--- src/rtl/phase_window_pkg.sv ---
// Shared types for the phase window picker.
package phase_window_pkg;
    // Control states of the scanning sequencer.
    typedef enum logic [1:0] {
        ST_IDLE = 2'd0,
        ST_SCAN = 2'd1,
        ST_DONE = 2'd2
    } pick_state_e;
endpackage

--- src/rtl/pwp_run_tracker.sv ---
// Run tracker: follows the run of passing phases that is currently open
// while the map is walked one position per step. It reports a run-end
// event, with the run's first phase and its length, on the step where a
// failing position follows a passing one.
// Assumes: the caller supplies a final virtual failing step after the last
// phase, so every run gets closed.
module pwp_run_tracker #(
    parameter int NPH = 16,
    localparam int PW = $clog2(NPH)
) (
    input  logic          clk,
    input  logic          rst_n,
    input  logic          clear_i,
    input  logic          step_i,
    input  logic          hit_i,
    input  logic [PW:0]   pos_i,
    output logic          end_o,
    output logic [PW-1:0] end_start_o,
    output logic [PW:0]   end_len_o
);
    logic          in_run_q;
    logic [PW-1:0] start_q;
    logic [PW:0]   len_q;

    // Open, extend or close the current run on each scan step.
    always_ff @(posedge clk) begin
        if (!rst_n || clear_i) begin
            in_run_q <= 1'b0;
            start_q  <= '0;
            len_q    <= '0;
        end else if (step_i) begin
            if (hit_i) begin
                if (in_run_q) begin
                    len_q <= len_q + 1'b1;
                end else begin
                    in_run_q <= 1'b1;
                    start_q  <= pos_i[PW-1:0];
                    len_q    <= {{PW{1'b0}}, 1'b1};
                end
            end else begin
                in_run_q <= 1'b0;
                len_q    <= '0;
            end
        end
    end

    // A run closes on a failing step while a run is open.
    assign end_o       = step_i && !hit_i && in_run_q;
    assign end_start_o = start_q;
    assign end_len_o   = len_q;

    // an open run is never empty and never longer than the phase count.
    p_run_len_bound_r2: assert property (@(posedge clk) disable iff (!rst_n)
        in_run_q |-> (len_q != '0) && (len_q <= NPH[PW:0]));
endmodule

--- src/rtl/pwp_run_book.sv ---
// Run book: keeps the first closed run, the last closed run, and the best
// run seen strictly between them. The best is chosen by strict greater-than
// in scan order, so the earliest run wins a tie.
// Assumes: run-end events arrive in rising phase order.
module pwp_run_book #(
    parameter int NPH = 16,
    localparam int PW = $clog2(NPH)
) (
    input  logic          clk,
    input  logic          rst_n,
    input  logic          clear_i,
    input  logic          end_i,
    input  logic [PW-1:0] end_start_i,
    input  logic [PW:0]   end_len_i,
    output logic          first_vld_o,
    output logic [PW-1:0] first_start_o,
    output logic [PW:0]   first_len_o,
    output logic [PW-1:0] mid_start_o,
    output logic [PW:0]   mid_len_o,
    output logic          last_vld_o,
    output logic [PW-1:0] last_start_o,
    output logic [PW:0]   last_len_o
);
    logic          first_vld_q, last_vld_q;
    logic [PW-1:0] first_start_q, mid_start_q, last_start_q;
    logic [PW:0]   first_len_q, mid_len_q, last_len_q;

    // File each closed run as first, or push the held last run into the middle slot.
    always_ff @(posedge clk) begin
        if (!rst_n || clear_i) begin
            first_vld_q   <= 1'b0;
            last_vld_q    <= 1'b0;
            first_start_q <= '0;
            mid_start_q   <= '0;
            last_start_q  <= '0;
            first_len_q   <= '0;
            mid_len_q     <= '0;
            last_len_q    <= '0;
        end else if (end_i) begin
            if (!first_vld_q) begin
                first_vld_q   <= 1'b1;
                first_start_q <= end_start_i;
                first_len_q   <= end_len_i;
            end else begin
                if (last_vld_q && (last_len_q > mid_len_q)) begin
                    mid_start_q <= last_start_q;
                    mid_len_q   <= last_len_q;
                end
                last_vld_q   <= 1'b1;
                last_start_q <= end_start_i;
                last_len_q   <= end_len_i;
            end
        end
    end

    assign first_vld_o   = first_vld_q;
    assign first_start_o = first_start_q;
    assign first_len_o   = first_len_q;
    assign mid_start_o   = mid_start_q;
    assign mid_len_o     = mid_len_q;
    assign last_vld_o    = last_vld_q;
    assign last_start_o  = last_start_q;
    assign last_len_o    = last_len_q;

    // every later run starts above the first run.
    p_run_order_r2: assert property (@(posedge clk) disable iff (!rst_n || clear_i)
        (end_i && first_vld_q) |-> (end_start_i > first_start_q));
endmodule

--- src/rtl/pwp_pick.sv ---
// Pick unit: decides whether the two end runs are joined across the wrap,
// chooses the winning run, and computes the three-quarter phase as the
// run's first phase plus an index, modulo NPH. The run contents are never
// stored.
// Assumes: NPH is a power of two, so truncating the sum gives the modulo.
module pwp_pick #(
    parameter int NPH = 16,
    localparam int PW = $clog2(NPH),
    localparam int LW = PW + 3
) (
    input  logic          clk,
    input  logic          rst_n,
    input  logic          first_vld_i,
    input  logic [PW-1:0] first_start_i,
    input  logic [PW:0]   first_len_i,
    input  logic [PW-1:0] mid_start_i,
    input  logic [PW:0]   mid_len_i,
    input  logic          last_vld_i,
    input  logic [PW-1:0] last_start_i,
    input  logic [PW:0]   last_len_i,
    output logic [PW-1:0] phase_o,
    output logic          err_o
);
    logic          merge;
    logic [LW-1:0] last_end, joined_len, win_len, idx;
    logic [PW-1:0] win_start;

    // Join the end runs when the first run starts at 0 and a separate last run ends at the top phase.
    always_comb begin
        last_end   = LW'(last_start_i) + LW'(last_len_i);
        joined_len = LW'(first_len_i) + LW'(last_len_i);
        merge      = first_vld_i && last_vld_i && (first_start_i == '0) &&
                     (last_end == LW'(NPH));
    end

    // Choose the winning run by strict comparison in scan order.
    always_comb begin
        if (merge) begin
            if (joined_len > LW'(mid_len_i)) begin
                win_len   = joined_len;
                win_start = last_start_i;
            end else begin
                win_len   = LW'(mid_len_i);
                win_start = mid_start_i;
            end
        end else begin
            win_len   = LW'(first_len_i);
            win_start = first_start_i;
            if (LW'(mid_len_i) > win_len) begin
                win_len   = LW'(mid_len_i);
                win_start = mid_start_i;
            end
            if (last_vld_i && (LW'(last_len_i) > win_len)) begin
                win_len   = LW'(last_len_i);
                win_start = last_start_i;
            end
        end
    end

    // Three-quarter index, less one when nonzero, added to the run start with wrap.
    always_comb begin
        idx = (win_len * LW'(3)) >> 2;
        if (idx != '0) begin
            idx = idx - 1'b1;
        end
        phase_o = win_start + idx[PW-1:0];
        err_o   = !first_vld_i || (merge && (joined_len >= LW'(NPH)));
    end

    // a joined window always leaves at least one failing phase, so it stays below NPH.
    p_join_fits_r3: assert property (@(posedge clk) disable iff (!rst_n)
        merge |-> (joined_len < LW'(NPH)));
endmodule

--- src/rtl/phase_window_picker.sv ---
// Phase window picker (top): samples the pass map on a start strobe and
// walks it one phase per cycle, plus one virtual failing step. It then
// registers the chosen phase and error flag with a one-cycle valid pulse.
// Assumes: a start strobe during a scan restarts the scan with the new map.
module phase_window_picker
    import phase_window_pkg::*;
#(
    parameter int NPH = 16,
    localparam int PW = $clog2(NPH)
) (
    input  logic           clk,
    input  logic           rst_n,
    input  logic           start_i,
    input  logic [NPH-1:0] pass_map_i,
    output logic [PW-1:0]  phase_o,
    output logic           valid_o,
    output logic           err_o
);
    pick_state_e    state_q;
    logic [NPH-1:0] map_q;
    logic [PW:0]    step_q;
    logic           step_en, hit;

    logic          run_end;
    logic [PW-1:0] run_start;
    logic [PW:0]   run_len;
    logic          first_vld, last_vld;
    logic [PW-1:0] first_start, mid_start, last_start;
    logic [PW:0]   first_len, mid_len, last_len;
    logic [PW-1:0] pick_phase;
    logic          pick_err;

    // Current scan bit; the step past the top phase reads as failing.
    assign step_en = (state_q == ST_SCAN);
    assign hit     = (step_q < NPH[PW:0]) ? map_q[step_q[PW-1:0]] : 1'b0;

    // Sequencer: sample on start, step through the map, then publish the result.
    always_ff @(posedge clk) begin
        if (!rst_n) begin
            state_q <= ST_IDLE;
            map_q   <= '0;
            step_q  <= '0;
            phase_o <= '0;
            err_o   <= 1'b0;
            valid_o <= 1'b0;
        end else begin
            valid_o <= 1'b0;
            if (start_i) begin
                map_q   <= pass_map_i;
                step_q  <= '0;
                state_q <= ST_SCAN;
            end else begin
                case (state_q)
                    ST_SCAN: begin
                        step_q <= step_q + 1'b1;
                        if (step_q == NPH[PW:0]) begin
                            state_q <= ST_DONE;
                        end
                    end
                    ST_DONE: begin
                        phase_o <= pick_phase;
                        err_o   <= pick_err;
                        valid_o <= 1'b1;
                        state_q <= ST_IDLE;
                    end
                    default: state_q <= ST_IDLE;
                endcase
            end
        end
    end

    pwp_run_tracker #(.NPH(NPH)) tracker_i (
        .clk(clk), .rst_n(rst_n), .clear_i(start_i), .step_i(step_en),
        .hit_i(hit), .pos_i(step_q), .end_o(run_end),
        .end_start_o(run_start), .end_len_o(run_len)
    );

    pwp_run_book #(.NPH(NPH)) book_i (
        .clk(clk), .rst_n(rst_n), .clear_i(start_i), .end_i(run_end),
        .end_start_i(run_start), .end_len_i(run_len),
        .first_vld_o(first_vld), .first_start_o(first_start), .first_len_o(first_len),
        .mid_start_o(mid_start), .mid_len_o(mid_len),
        .last_vld_o(last_vld), .last_start_o(last_start), .last_len_o(last_len)
    );

    pwp_pick #(.NPH(NPH)) pick_i (
        .clk(clk), .rst_n(rst_n),
        .first_vld_i(first_vld), .first_start_i(first_start), .first_len_i(first_len),
        .mid_start_i(mid_start), .mid_len_i(mid_len),
        .last_vld_i(last_vld), .last_start_i(last_start), .last_len_i(last_len),
        .phase_o(pick_phase), .err_o(pick_err)
    );

    // the valid flag is a single-cycle pulse.
    p_valid_pulse_r8: assert property (@(posedge clk) disable iff (!rst_n)
        valid_o |=> !valid_o);

    // the error flag marks exactly the empty map.
    p_err_empty_r1: assert property (@(posedge clk) disable iff (!rst_n)
        valid_o |-> (err_o == (map_q == '0)));

    // a successful result names a passing phase.
    p_pick_passes_r9: assert property (@(posedge clk) disable iff (!rst_n)
        (valid_o && !err_o) |-> map_q[phase_o]);

    // outputs hold unless a result is being published.
    p_hold_outputs_r9: assert property (@(posedge clk) disable iff (!rst_n)
        (state_q != ST_DONE) |=> ($stable(phase_o) && $stable(err_o)));
endmodule

--- config.mk ---
export PLATFORM = sky130hd
export DESIGN_NAME = phase_window_picker
export DESIGN_NICKNAME = d
export VERILOG_FILES = /design/src/rtl/phase_window_pkg.sv /design/src/rtl/pwp_run_tracker.sv /design/src/rtl/pwp_run_book.sv /design/src/rtl/pwp_pick.sv /design/src/rtl/phase_window_picker.sv
export SDC_FILE = /design/constraint.sdc
export NUM_CORES = 1
export LEC_CHECK = 0
export ABC_AREA = 0
export BUFFER_PORTS_ARGS = -buffer_cell sky130_fd_sc_hd__buf_2
export CAP_MARGIN = 20
export CORE_MARGIN = 2
export CORE_UTILIZATION = 55
export DETAILED_ROUTE_END_ITERATION = 8
export PLACE_DENSITY_LB_ADDON = 0.2
export RECOVER_POWER = 25
export REMOVE_ABC_BUFFERS = 1
export SETUP_SLACK_MARGIN = 0.2
export SLEW_MARGIN = 20
export SYNTH_ARGS = -nofsm -noshare
export SYNTH_HDL_FRONTEND = slang
export SYNTH_HIERARCHICAL = 1
export SYNTH_SLANG_ARGS = --single-unit
--- constraint.sdc ---
create_clock -name clk -period 5.7 [get_ports clk]
set_input_delay 0.57 -clock clk [delete_from_list [all_inputs] [get_ports clk]]
set_output_delay 0.57 -clock clk [all_outputs]
set_load 0.02 [all_outputs]
# ---- Word level (Yosys, flattened, before mapping)
# Index checks and enable logic that the tools add are counted.
dict set report classes {
  addsub 6
  n_mul 1
  n_div 0
  order_cmp 7
  eq_ne 5
  shift 0
  n_mux 20
  bitwise_logic 5
  n_reduce_logical 22
}
# op count
set ops {}
lappend ops {{2-to-1 mux 7 bit} 4}
lappend ops {{2-to-1 mux 4 bit} 5}
lappend ops {{2-to-1 mux 5 bit} 3}
lappend ops {{adder 5 x 1 -> 5 bit (second input constant)} 2}
lappend ops {{greater-than comparator 5 bit} 2}
lappend ops {{logical AND 1 bit} 8}
lappend ops {{equality test 7 x 5 -> 1 bit (second input constant)} 1}
lappend ops {{greater-or-equal comparator 7 x 5 -> 1 bit (second input constant)} 1}
lappend ops {{greater-than comparator 5 x 7 -> 1 bit} 1}
lappend ops {{greater-than comparator 7 x 5 -> 1 bit} 1}
lappend ops {{multiplier 7 x 2 -> 7 bit (second input constant)} 1}
lappend ops {{2-to-1 mux 1 bit} 7}
lappend ops {{nonzero test 7 bit} 1}
lappend ops {{adder 4 x 5 -> 6 bit} 1}
lappend ops {{adder 5 x 5 -> 6 bit} 1}
lappend ops {{AND reduction 2 bit} 3}
lappend ops {{AND reduction 3 bit} 2}
lappend ops {{equality test 5 bit (second input constant)} 1}
lappend ops {{less-than comparator 4 x 5 -> 1 bit (second input constant)} 1}
lappend ops {{less-than comparator 5 bit (second input constant)} 1}
lappend ops {{inverter 1 bit} 5}
lappend ops {{adder 4 bit} 1}
lappend ops {{binary-select mux 1 bit (select 4 bit)} 1}
lappend ops {{zero test 4 bit} 1}
lappend ops {{other kinds (8)} 11}
dict set report word_totals {
  ff_bits 68
  latch_bits 0
  mem_bits_rw 0
  romBits 0
  output_inout_bits 6
  memories 0
}

# ---- Longest topological paths before layout
# Gate-level depths: netlist (run 1).
dict set report depth {
  ltp_word 12
  ltp_mapped 33
  mapped_depth_nobuf 31
}

# ---- Hierarchy
# Netlist (run 1), hierarchy kept.
# mod n_inst cells_per_inst area_per_inst_um2 seq_area_each_um2
set by_module_without_submodules {}
lappend by_module_without_submodules {pwp_pick 1 215 1637.8 0.0}
lappend by_module_without_submodules {phase_window_picker 1 118 1288.7 580.6}
lappend by_module_without_submodules {pwp_run_book 1 145 1221.2 580.6}
lappend by_module_without_submodules {pwp_run_tracker 1 50 444.2 200.2}

# ---- Worst setup path before layout (run 1)
# Ideal clock, no wire load.
dict set report synth_timing {
  kind {reg2reg}
  from {reg book_i.first_len_q[1], in the netlist book_i/first_len_o[1]}
  to {reg phase_o[3]}
  arrival_time_ns 5.992
  t_required_ns 5.584
  setup_slack_ns -0.408
  stages_incl_launch_ff 33
  path_cell_list {dfxtp_1 -> inv_1 -> ha_1 -> nand2b_1 -> a21oi_1 -> o21a_1 -> nor2_1 -> a21oi_1 -> mux2_2 -> ha_1 -> nand3_1 -> o21a_1 -> o21ai_0 -> clkbuf_1 -> o21ai_0 -> mux2i_1 -> inv_1 -> fa_1 -> inv_1 -> a21o_1 -> a21oi_1 -> xnor2_1 -> clkbuf_1 -> nor4b_1 -> mux2_4 -> mux2i_1 -> ha_1 -> a21o_1 -> a21oi_1 -> xnor2_1 -> xor2_1 -> mux2i_1 -> nor2b_1}
}
dict set report synth_via {
  elab_chain_cells 11
  elab_cells_between_ends 19
}
# element line
set synth_rtl {}
lappend synth_rtl {{start: declaration} pwp_run_book.sv:26} ;# logic [PW:0] first_len_q, mid_len_q, last_len_q;
lappend synth_rtl {{start signal: assignment} pwp_run_book.sv:43} ;# first_len_q <= end_len_i;
lappend synth_rtl {{greater-than comparator 5 bit} pwp_pick.sv:49} ;# if (LW'(mid_len_i) > win_len) begin
lappend synth_rtl {{2-to-1 mux 5 bit} pwp_pick.sv:49}
lappend synth_rtl {{2-to-1 mux 7 bit} pwp_pick.sv:38} ;# if (merge) begin
lappend synth_rtl {{greater-than comparator 5 x 7 -> 1 bit} pwp_pick.sv:53} ;# if (last_vld_i && (LW'(last_len_i) > win_len)) begin
lappend synth_rtl {{logical AND 1 bit} pwp_pick.sv:53}
lappend synth_rtl {{2-to-1 mux 7 bit} pwp_pick.sv:53}
lappend synth_rtl {{2-to-1 mux 7 bit} pwp_pick.sv:38}
lappend synth_rtl {{multiplier 7 x 2 -> 7 bit} pwp_pick.sv:62} ;# idx = (win_len * LW'(3)) >> 2;
lappend synth_rtl {{subtractor 4 x 1 -> 4 bit or nonzero test 7 bit (tied branches)} {pwp_pick.sv:64, pwp_pick.sv:63}}
lappend synth_rtl {{2-to-1 mux 4 bit} pwp_pick.sv:63} ;# if (idx != '0) begin
lappend synth_rtl {{adder 4 bit (*)} pwp_pick.sv:66} ;# phase_o = win_start + idx[PW-1:0];
lappend synth_rtl {{net pick_phase[3]} phase_window_picker.sv:30} ;# logic [PW-1:0] pick_phase;
lappend synth_rtl {{end signal: assignment} phase_window_picker.sv:61} ;# phase_o <= pick_phase;
lappend synth_rtl {{end: declaration} phase_window_picker.sv:15} ;# output logic [PW-1:0] phase_o,
# Mark *: on every way through the listed nets, which the timed path passes. The rest lies on a longest branch. The select of a mux whose other input is x is not followed.
# A chain may end at the register's enable or synchronous reset.

# ---- Worst setup path in the final report (run 1)
# Same ends and word-level chain as after synthesis.

==> summary.txt, run 1 <==
Status
  – Status: completed

Timing
  – Tmin final: 5570 ps
  – Final worst-path cycle share: 97.7%
  – RSZ-0062 raised after global routing: yes
  – Final Max Slew Viols: 0
  – Worst Max-Slew Pin Slew: 1080 ps
  – Final Hold Viols: 0
  – Fmax: 180 MHz
  – Final setup fails: 0
  – Rel. slew slack: 28.1%
  – Final Skew: 10.7 ps

Setup path
  – RR Startpoint: book_i/first_len_o[1]
  – Crit path launch: book_i/first_len_o[1]
  – Worst setup path end: phase_o[3]
  – Slowest cell on the critical path: fa_2
  – RR Endpoint: phase_o[3]
  – R2R Setup Slk: 130 ps
  – Crit path DAT: 5850 ps
  – CP peak stage delay: 430 ps
  – Worst Path Required: 5980 ps
  – Crit path max fanout: 5
  – R2R cell count: 32
  – CP Launch Type: register
  – Crit end category: register
  – Setup CP Type: reg -> reg

Clock network
  – CTS tree: yes
  – Clock latency on the worst-skew pair: 340 ps
  – Num CTS Buffers: 9
  – Sink Count: 68
  – CTS max path bufs: 2
  – Root Buffer Master: clkbuf_8
  – Clk pin slew, worst setup/hold paths: 80 ps
  – H-tree Lvls: 3

Logic synthesis
  – Mapped Cells: 528
  – Post-synthesis area per instance: 8.70 µm²
  – Mapped Area: 4590 µm²
  – Synth warnings: 6
  – Ys async rst share: 0%
  – Synth cell types: 71
  – Post-synthesis sequential area ratio: 29.6%
  – Synthesized flop and latch total: 68
  – Dominant synthesized flop cell: dfxtp_1
  – Number of synthesized flops with an enable pin: 0

Route
  – DRC violations left: 0
  – DR WL/cell: 16.0 µm
  – Highest metal used: met4
  – Antenna viol nets, final: 0
  – DRT Pass-1 Iters: 4
  – Total wire length: 11200 µm
  – Met3 WL: 511 µm
  – DR vias: 4035
  – Met2 WL post-DR: 5770 µm
  – Vias per cell: 5.76
  – DR iter-0 viols: 262
  – M1 WL: 4690 µm

Power and ir drop
  – PD cells: 181 nW/µm²
  – VDD IR max: 0.153 mV
  – LEAKAGE: 2.36 nW

Layout
  – Finished Layout Cells: 700
  – N_diodes: 0
  – Final #Nets: 654
  – Layout cells sized above 1: 27.9%
  – Util after Layout: 68.7%
  – Most frequent cells in the layout: 61 x dfxtp_1, 57 x nand2_1, 47 x buf_4
  – Layout area overhead: 21.7%
  – Commonest non-fill, non-tap cell in the layout: dfxtp_1

Die
  – Core area: 8130 µm²
  – # IOs: 25
  – FP Rows: 33
  – Initial core utilization: 56.5%
  – Die Height: 95.4 µm
  – DIE AREA: 9100 µm²
  – Die width: 95.4 µm

Placement
  – Port Buf Inserts: 24
  – HPWL Detailed: 8060 µm
  – Placed Cells: 676
  – RePlAce Congestion: 0.880

Global routing
  – First-pass GRT wire length: 17900 µm
  – Grt total ovfl: 0
  – GRT Resource Usage Total: 25.3%
  – Initial antenna violation count: 0
  – Vias in the first global route: 3923
  – Largest net degree at the start of global routing: 30

Worst hold path
  – HP Class: reg -> reg
  – Hold path startpoint: state_q[1]

Flow run
  – Max Cap Viol: 0
==> cells by family (layout without fill, tap and decap cells) <==
kind of cell	count (synthesis)	after routing	share of synthesized area [%]
AND/OR/NAND/NOR	180	180	20.7
AO/OA/AOI/OAI	117	117	17.8
flip-flops	68	68	29.6
buffers and inverters	56	123	5.23
adder cells (fa/ha/maj)	45	45	12.9
multiplexers	44	44	10.3
XOR/XNOR	18	18	3.43
==> synthesized netlist by cell type (5+ instances only) <==
cell	n	share of area, %
mux2i_1	40	8.7
a21oi_1	52	5.7
xor2_1	10	1.9
nand2b_1	7	0.95
dfxtp_1	68	30
buf_2	9	0.98
nand3_1	16	1.7
ha_1	41	11
inv_1	35	2.9
nor2b_1	26	3.5
o21ai_0	20	2.2
xnor2_1	8	1.5
nor2_1	32	2.6
clkbuf_1	9	0.74
a21o_1	6	0.98
nand4_1	5	0.68
nand2_1	58	4.7
==> worst min-delay path by stage <==
| stage | end | cells after the start |
|---|---|---|
| after floorplan | state_q[1] | 1 |
| after global placement | state_q[1] | 1 |
| after detailed placement | state_q[1] | 1 |
| after CTS | state_q[1] | 1 |
| after global routing | state_q[1] | 1 |
| final | state_q[1] | 1 |
==> repair_timing <==
item                       4_1_cts  5_1_grt
pin swaps                       24       21
setup endpoints to repair        3        3
hold buffers                     0        0
gates resized for setup         38       26
buffers inserted                 7        1
==> power by group <==
group | switching (mW) | internal [mW] | leakage [nW]
Sequential | 0.00608 | 0.482 | 0.555
Combinational | 0.0248 | 0.0218 | 1.69
Clock | 0.184 | 0.291 | 0.117
==> metrics by stage <==
step | worst slack, ps | cell area, µm² | TNS [ps] | power (mW) | hold WS (ps)
6_report | 132 | 5590 | 0 | 1.01 | 449
5_1_grt | -115 | 5590 | -135 | 1.05 | 481
4_1_cts | 207 | 5470 | 0 | 1.02 | 454
3_5_place_dp | -169 | 5030 | -169 | 0.547 | 443
3_3_place_gp | 102 | 5030 | 0 | 0.544 | 442
2_1_floorplan | -774 | 4480 | -1920 | 0.527 | 423
==> area by class of cell <==
class                      instances  area [µm²]
fill                             627        2540
multi-input combinational        404        3230
inverter                          35         131
clock inverter                     6         111
tap                              105         131
clock buffer                      10         128
sequential                        68        1370
timing repair buffer              72         484
==> metal layers <==
metal | up-vias | GRT usage [%]
met5 | - | 0
met4 | 0 | 11.4
met3 | 28 | 4.51
met2 | 116 | 44.4
met1 | 1901 | 29.9
li1 | 1990 | -
==> critical path, delay by kind of cell (launching register included) <==
kind / cells / cell delay (ps)
mux: 5 / 990
fa+ha+maj: 4 / 1260
flops: 1 / 330
xor+xnor: 3 / 470
compound gates: 10 / 1280
buf+inv: 5 / 560
simple gates: 5 / 600
==> registers in the layout (all words and copies together), names as in the netlist <==
register / cells
book_i/last_start_o: 4
map_q: 16
err_o: 1
tracker_i/end_start_o: 4
step_q: 5
book_i/first_len_o: 5
book_i/mid_len_o: 5
tracker_i/in_run_q: 1
book_i/last_len_o: 5
tracker_i/end_len_o: 5
book_i/first_start_o: 4
book_i/mid_start_o: 4
phase_o: 4
book_i/last_vld_o: 1
book_i/first_vld_o: 1
state_q: 2
valid_o: 1
(Power assumes the default switching activity.)
==> inputs of run 2 (changes only) <==
Settings changed: CTS_BUF_LIST set to sky130_fd_sc_hd__clkbuf_4, MAX_ROUTING_LAYER set to met4.
==> summary.txt, run 2 (same netlist as run 1, synthesis figures left out) <==
Timing
  – Final Max Slew Viols: 0 (unchanged)
  – Rel. slew slack: 29.0% (+0.90 points)
  – Final Skew: 18.6 ps (+7.86 ps)
  – Final Hold Viols: 0 (unchanged)
  – Final setup fails: 0 (unchanged)
  – Final worst-path cycle share: 98.2% (+0.52 points)
  – Worst Max-Slew Pin Slew: 1070 ps (-13.5 ps)
  – Tmin final: 5600 ps (+29.7 ps)
  – RSZ-0062 raised after global routing: yes
  – Worst path setup slack after routing: 103 ps (-29.7 ps)
  – Fmax: 179 MHz (-0.53%)

Setup path
  – CP delay by family, top: compound AO/OA/AOI/OAI gates
  – RR Startpoint: book_i/mid_len_o[0]
  – Buf/Inv on CP: 6 (+1)
  – Cell repeated most along the worst path: a21oi_2
  – CP Launch Type: register
  – CP peak stage delay: 430 ps (about the same)
  – Crit end category: register
  – Slowest cell on the critical path: fa_2
  – Crit path launch: book_i/mid_len_o[0]
  – Setup CP Type: reg -> reg
  – Worst Path Required: 6060 ps (+80 ps)
  – Crit path DAT: 5950 ps (+100 ps)
  – Crit path max fanout: 5 (unchanged)

Global routing
  – Grt total ovfl: 0 (unchanged)
  – Initial antenna violation count: 0 (unchanged)
  – GRT Resource Usage Total: 25.6% (+0.37 points)
  – First-pass GRT wire length: 17700 µm (-1.3%)
  – Largest net degree at the start of global routing: 30 (unchanged)
  – Vias in the first global route: 3880 (-1.1%)

Layout
  – FF+latch area: 1370 µm² (unchanged)
  – Final #Nets: 656 (+0.31%)
  – Final Cell Area: 5560 µm² (-0.49%)
  – Commonest non-fill, non-tap cell in the layout: dfxtp_1
  – Filler cells: 626 (-0.16%)
  – Most frequent cells in the layout: 61 x dfxtp_1, 58 x nand2_1, 48 x buf_4
  – Top reg by flops: map_q
  – Largest register FFs: 16 (unchanged)
  – N_diodes: 0 (unchanged)
  – Layout cells sized above 1: 27.8% (-0.093 points)
  – Area occupied by multi-input gates: 3240 µm² (+0.19%)
  – Layout area overhead: 21.1%

Worst hold path
  – Hold path startpoint: pass_map_i[9]
  – HP Class: in -> reg

Placement
  – HPWL Detailed: 8060 µm (unchanged)
  – RePlAce Congestion: 0.895 (+1.7%)
  – Port Buf Inserts: 24 (unchanged)
  – Area post-placement: 5030 µm² (unchanged)
  – Placement Setup Slack: -169 ps (unchanged)

Clock network
  – Root Buffer Master: clkbuf_4
  – CTS Hold Buffers Added: 0 (unchanged)
  – CTS max path bufs: 2 (unchanged)
  – H-tree Lvls: 3 (unchanged)
  – Clk pin slew, worst setup/hold paths: 120 ps (+40 ps)
  – Sink Count: 68 (unchanged)
  – CTS tree: yes
  – Num CTS Buffers: 9 (unchanged)
  – Clock latency on the worst-skew pair: 420 ps (+80 ps)

Die
  – # IOs: 25 (unchanged)
  – Core area: 8130 µm² (unchanged)
  – Die width: 95.4 µm (unchanged)
  – Die Height: 95.4 µm (unchanged)
  – DIE AREA: 9100 µm² (unchanged)
  – FP Rows: 33 (unchanged)
  – Initial core utilization: 56.5% (unchanged)

Route
  – DRC violations left: 0 (unchanged)
  – Vias per cell: 5.75 (-0.31%)
  – DR vias: 4034 (-0.025%)
  – Antenna viol nets, final: 0 (unchanged)
  – Total wire length: 11300 µm (+0.85%)
  – DRT Pass-1 Iters: 5 (+1)
  – DR iter-0 viols: 242 (-7.6%)
  – DR WL/cell: 16.1 µm (+0.57%)

Status
  – Status: completed

Power and ir drop
  – LEAKAGE: 2.35 nW (-0.43%)
  – PD cells: 168 nW/µm² (-6.8%)
  – VDD IR max: 0.175 mV (+15%)

Flow run
  – Max Cap Viol: 0 (unchanged)
==> run 2: cell count changes in the layout (fill, tap and decap cells not counted), sizes merged <==
cell,change
buf,+2
==> run 2: timing repair <==
| action | in CTS | in global routing |
|---|---|---|
| endpoints found under the setup margin | 3 | 3 |
| buffers inserted | 8 | 2 |
| pin swaps | 24 | 22 |
| gates resized for setup | 39 | 24 |
==> run 2: cell type report <==
cell class	count	area share, %
Multi-Input combinational cell	404	58.2
Sequential cell	68	24.7
Timing Repair Buffer	74	9.04
Inverter	35	2.36
Tap cell	105	2.36
Clock inverter	6	2.00
Clock buffer	10	1.35
==> run 2: where the power goes <==
part	internal [mW]	total [mW]	switching [mW]
clock	0.228	0.402	0.174
combinational	0.0218	0.0463	0.0245
sequential	0.482	0.488	0.00611
total	0.732	0.937	0.205
==> run 2: worst paths after layout <==
check / end / slack (ps) / cells past startpoint
worst min register to register: state_q[1] / 460 / 1
worst max-delay path: phase_o[3] / 100 / 33
worst min-delay path: map_q[9] / 400 / 3
worst max register to register: phase_o[3] / 100 / 33
==> run 2: per-layer routing <==
metal | vias to the layer above | track usage (%) | part of all wire (%) | wire length (µm)
met2 | 120 | 43.4 | 50 | 5680
li1 | 1993 | - | - | -
met1 | 1880 | 29.8 | 43 | 4870
met4 | 0 | 11.4 | 2.9 | 327
met3 | 41 | 4.51 | 4.0 | 451
met5 | - | - | 0 | 0
==> run 2: through the flow <==
step	hold WS (ps)	util, %	total power [mW]	std cells	setup TNS (ps)
after floorplan	423	-	0.527	507	-1920
after detailed placement	443	61.9	0.547	676	-169
after global routing	386	68.4	0.975	702	-213
after CTS	379	66.8	0.947	700	0
after global placement	442	61.9	0.544	676	0
final	402	68.4	0.937	702	0
==> run 2: worst reg2reg max path: cells and delay by family (launching register included) <==
family                   cells  cell delay, ps
flip-flops                   1             340
XOR/XNOR                     3             470
adder cells (fa/ha/maj)      4            1110
AND/OR/NAND/NOR              5             680
buffers and inverters        6             700
multiplexers                 5            1000
AO/OA/AOI/OAI               10            1250
==> inputs of run 3 (changes only) <==
Settings changed: CELL_PAD_IN_SITES_DETAIL_PLACEMENT set to 0, CELL_PAD_IN_SITES_GLOBAL_PLACEMENT set to 2, CORE_UTILIZATION 55 to 36.
==> summary.txt, run 3 (same netlist as run 1, synthesis figures left out) <==
Status
  – Status: completed

Layout
  – Commonest non-fill, non-tap cell in the layout: dfxtp_1
  – Most frequent cells in the layout: 61 x dfxtp_1, 58 x nand2_1, 49 x buf_4
  – N_diodes: 0 (unchanged)
  – Layout cells sized above 1: 29.8% (+2.0 points)
  – Layout area overhead: 23.4%
  – Final Cell Area: 5660 µm² (+1.8%)
  – Top reg by flops: map_q
  – Final #Nets: 659 (+0.46%)
  – Largest register FFs: 16 (unchanged)

Clock network
  – H-tree Lvls: 3 (unchanged)
  – Root Buffer Master: clkbuf_4
  – Clock latency on the worst-skew pair: 440 ps (+20 ps)
  – Sink Count: 68 (unchanged)
  – Clk pin slew, worst setup/hold paths: 130 ps (about the same)
  – CTS tree: yes
  – CTS max path bufs: 2 (unchanged)
  – Num CTS Buffers: 9 (unchanged)

Setup path
  – Setup CP Type: reg -> reg
  – Cell repeated most along the worst path: a21oi_2
  – CP peak stage delay: 370 ps (-60 ps)
  – Crit path max fanout: 4 (-1)
  – Slowest cell on the critical path: dfxtp_2
  – Crit end category: register
  – CP Launch Type: register
  – Crit path DAT: 5910 ps (-40 ps)
  – Worst Path Required: 6080 ps (+20 ps)

Flow run
  – Max Cap Viol: 0 (unchanged)

Die
  – FP Rows: 41 (+24%)
  – Die Height: 117 µm (+23%)
  – DIE AREA: 13700 µm² (+50%)
  – # IOs: 25 (unchanged)
  – Die width: 117 µm (+23%)
  – Core area: 12500 µm² (+54%)
  – Initial core utilization: 36.7% (-20 points)

Global routing
  – GRT Resource Usage Total: 18.4% (-7.2 points)
  – Initial antenna violation count: 0 (unchanged)
  – Vias in the first global route: 3850 (-0.77%)
  – First-pass GRT wire length: 19000 µm (+7.5%)
  – Grt total ovfl: 0 (unchanged)
  – Largest net degree at the start of global routing: 30 (unchanged)

Route
  – DR vias: 3936 (-2.4%)
  – DR iter-0 viols: 172 (-29%)
  – DR WL/cell: 15.4 µm (-4.5%)
  – Vias per cell: 5.10 (-11%)
  – DRC violations left: 0 (unchanged)
  – Antenna viol nets, final: 0 (unchanged)
  – Total wire length: 11900 µm (+5.1%)
  – DRT Pass-1 Iters: 4 (-1)

Placement
  – RePlAce Congestion: 0.866 (-3.3%)
  – Area post-placement: 5100 µm² (+1.2%)
  – HPWL Detailed: 8730 µm (+8.3%)
  – Port Buf Inserts: 24 (unchanged)

Timing
  – Fmax: 181 MHz (+1.3%)
  – Final Hold Viols: 0 (unchanged)
  – Final worst-path cycle share: 97.0% (-1.2 points)
  – Worst Max-Slew Pin Slew: 843 ps (-222 ps)
  – RSZ-0062 raised after global routing: yes
  – Final Max Slew Viols: 0 (unchanged)
  – Rel. slew slack: 43.2% (+14 points)
  – Fin Setup TNS: 0 ps (unchanged)
  – Tmin final: 5530 ps (-69.8 ps)
  – Final Skew: 22.0 ps (+3.45 ps)
  – Final setup fails: 0 (unchanged)

Power and ir drop
  – PD cells: 143 nW/µm² (-15%)
  – LEAKAGE: 2.36 nW (+0.32%)
  – VDD IR max: 0.121 mV (-31%)

Worst hold path
  – HP Class: in -> reg
run 3: cell count changes in the layout (fill, tap and decap cells not counted), sizes merged:
cell	delta
bufinv	-3
clkinv	+3
buf	+2
clkinvlp	+1
run 3: path summary, 6_finish.rpt:
path	from	end	slack [ps]	cells past startpoint
min	pass_map_i[1]	map_q[1]	390	3
max reg2reg	book_i/mid_len_o[2]	phase_o[3]	170	31
min reg2reg	state_q[1]	state_q[1]	460	1
max	book_i/mid_len_o[2]	phase_o[3]	170	31
run 3: repair_timing:
| action | in CTS | in global routing |
|---|---|---|
| setup buffers | 8 | 7 |
| hold endpoints to repair | 0 | 0 |
| pin swaps | 22 | 37 |
| resized for setup | 43 | 35 |
| hold buffers | 0 | 0 |
| endpoints found under the setup margin | 3 | 3 |
| gates cloned | 1 | 0 |
run 3: cell type report:
class / count / area, µm²
Clock buffer: 9 / 67.6
Timing Repair Buffer: 77 / 519
Inverter: 35 / 131
Clock inverter: 7 / 42.5
Fill cell: 1311 / 6850
Sequential cell: 68 / 1380
Tap cell: 172 / 215
Multi-Input combinational cell: 404 / 3310
run 3: through the flow:
| stage | utilization (%) | power [mW] | hold slack [ps] | worst slack (ps) | cells |
|---|---|---|---|---|---|
| after floorplan | - | 0.527 | 423 | -774 | 507 |
| final | 45.3 | 0.807 | 387 | 172 | 772 |
| after detailed placement | 40.7 | 0.547 | 446 | -133 | 740 |
| after global routing | 45.3 | 0.844 | 366 | -139 | 772 |
| after global placement | 40.7 | 0.546 | 442 | 56.5 | 740 |
| after CTS | 43.5 | 0.818 | 364 | 181 | 765 |
run 3: report_power, final:
part | internal [mW] | total, mW | switching [mW]
Clock | 0.0870 | 0.274 | 0.187
Combinational | 0.0214 | 0.0460 | 0.0246
Sequential | 0.482 | 0.488 | 0.00581
Total | 0.590 | 0.807 | 0.217
run 3: layer usage:
metal  track usage [%]  wire length [µm]
met1              22.6              5570
met2              30.8              5850
met3              2.11               215
met4              7.92               265
met5                 -                 0
run 3: worst max-delay path: cells and delay by family (launching register included):
| family | cells | cell delay (ps) |
|---|---|---|
| multiplexers | 4 | 720 |
| AND/OR/NAND/NOR | 4 | 600 |
| XOR/XNOR | 3 | 480 |
| adder cells (fa/ha/maj) | 4 | 1180 |
| buffers and inverters | 4 | 410 |
| flip-flops | 1 | 370 |
| AO/OA/AOI/OAI | 12 | 1700 |
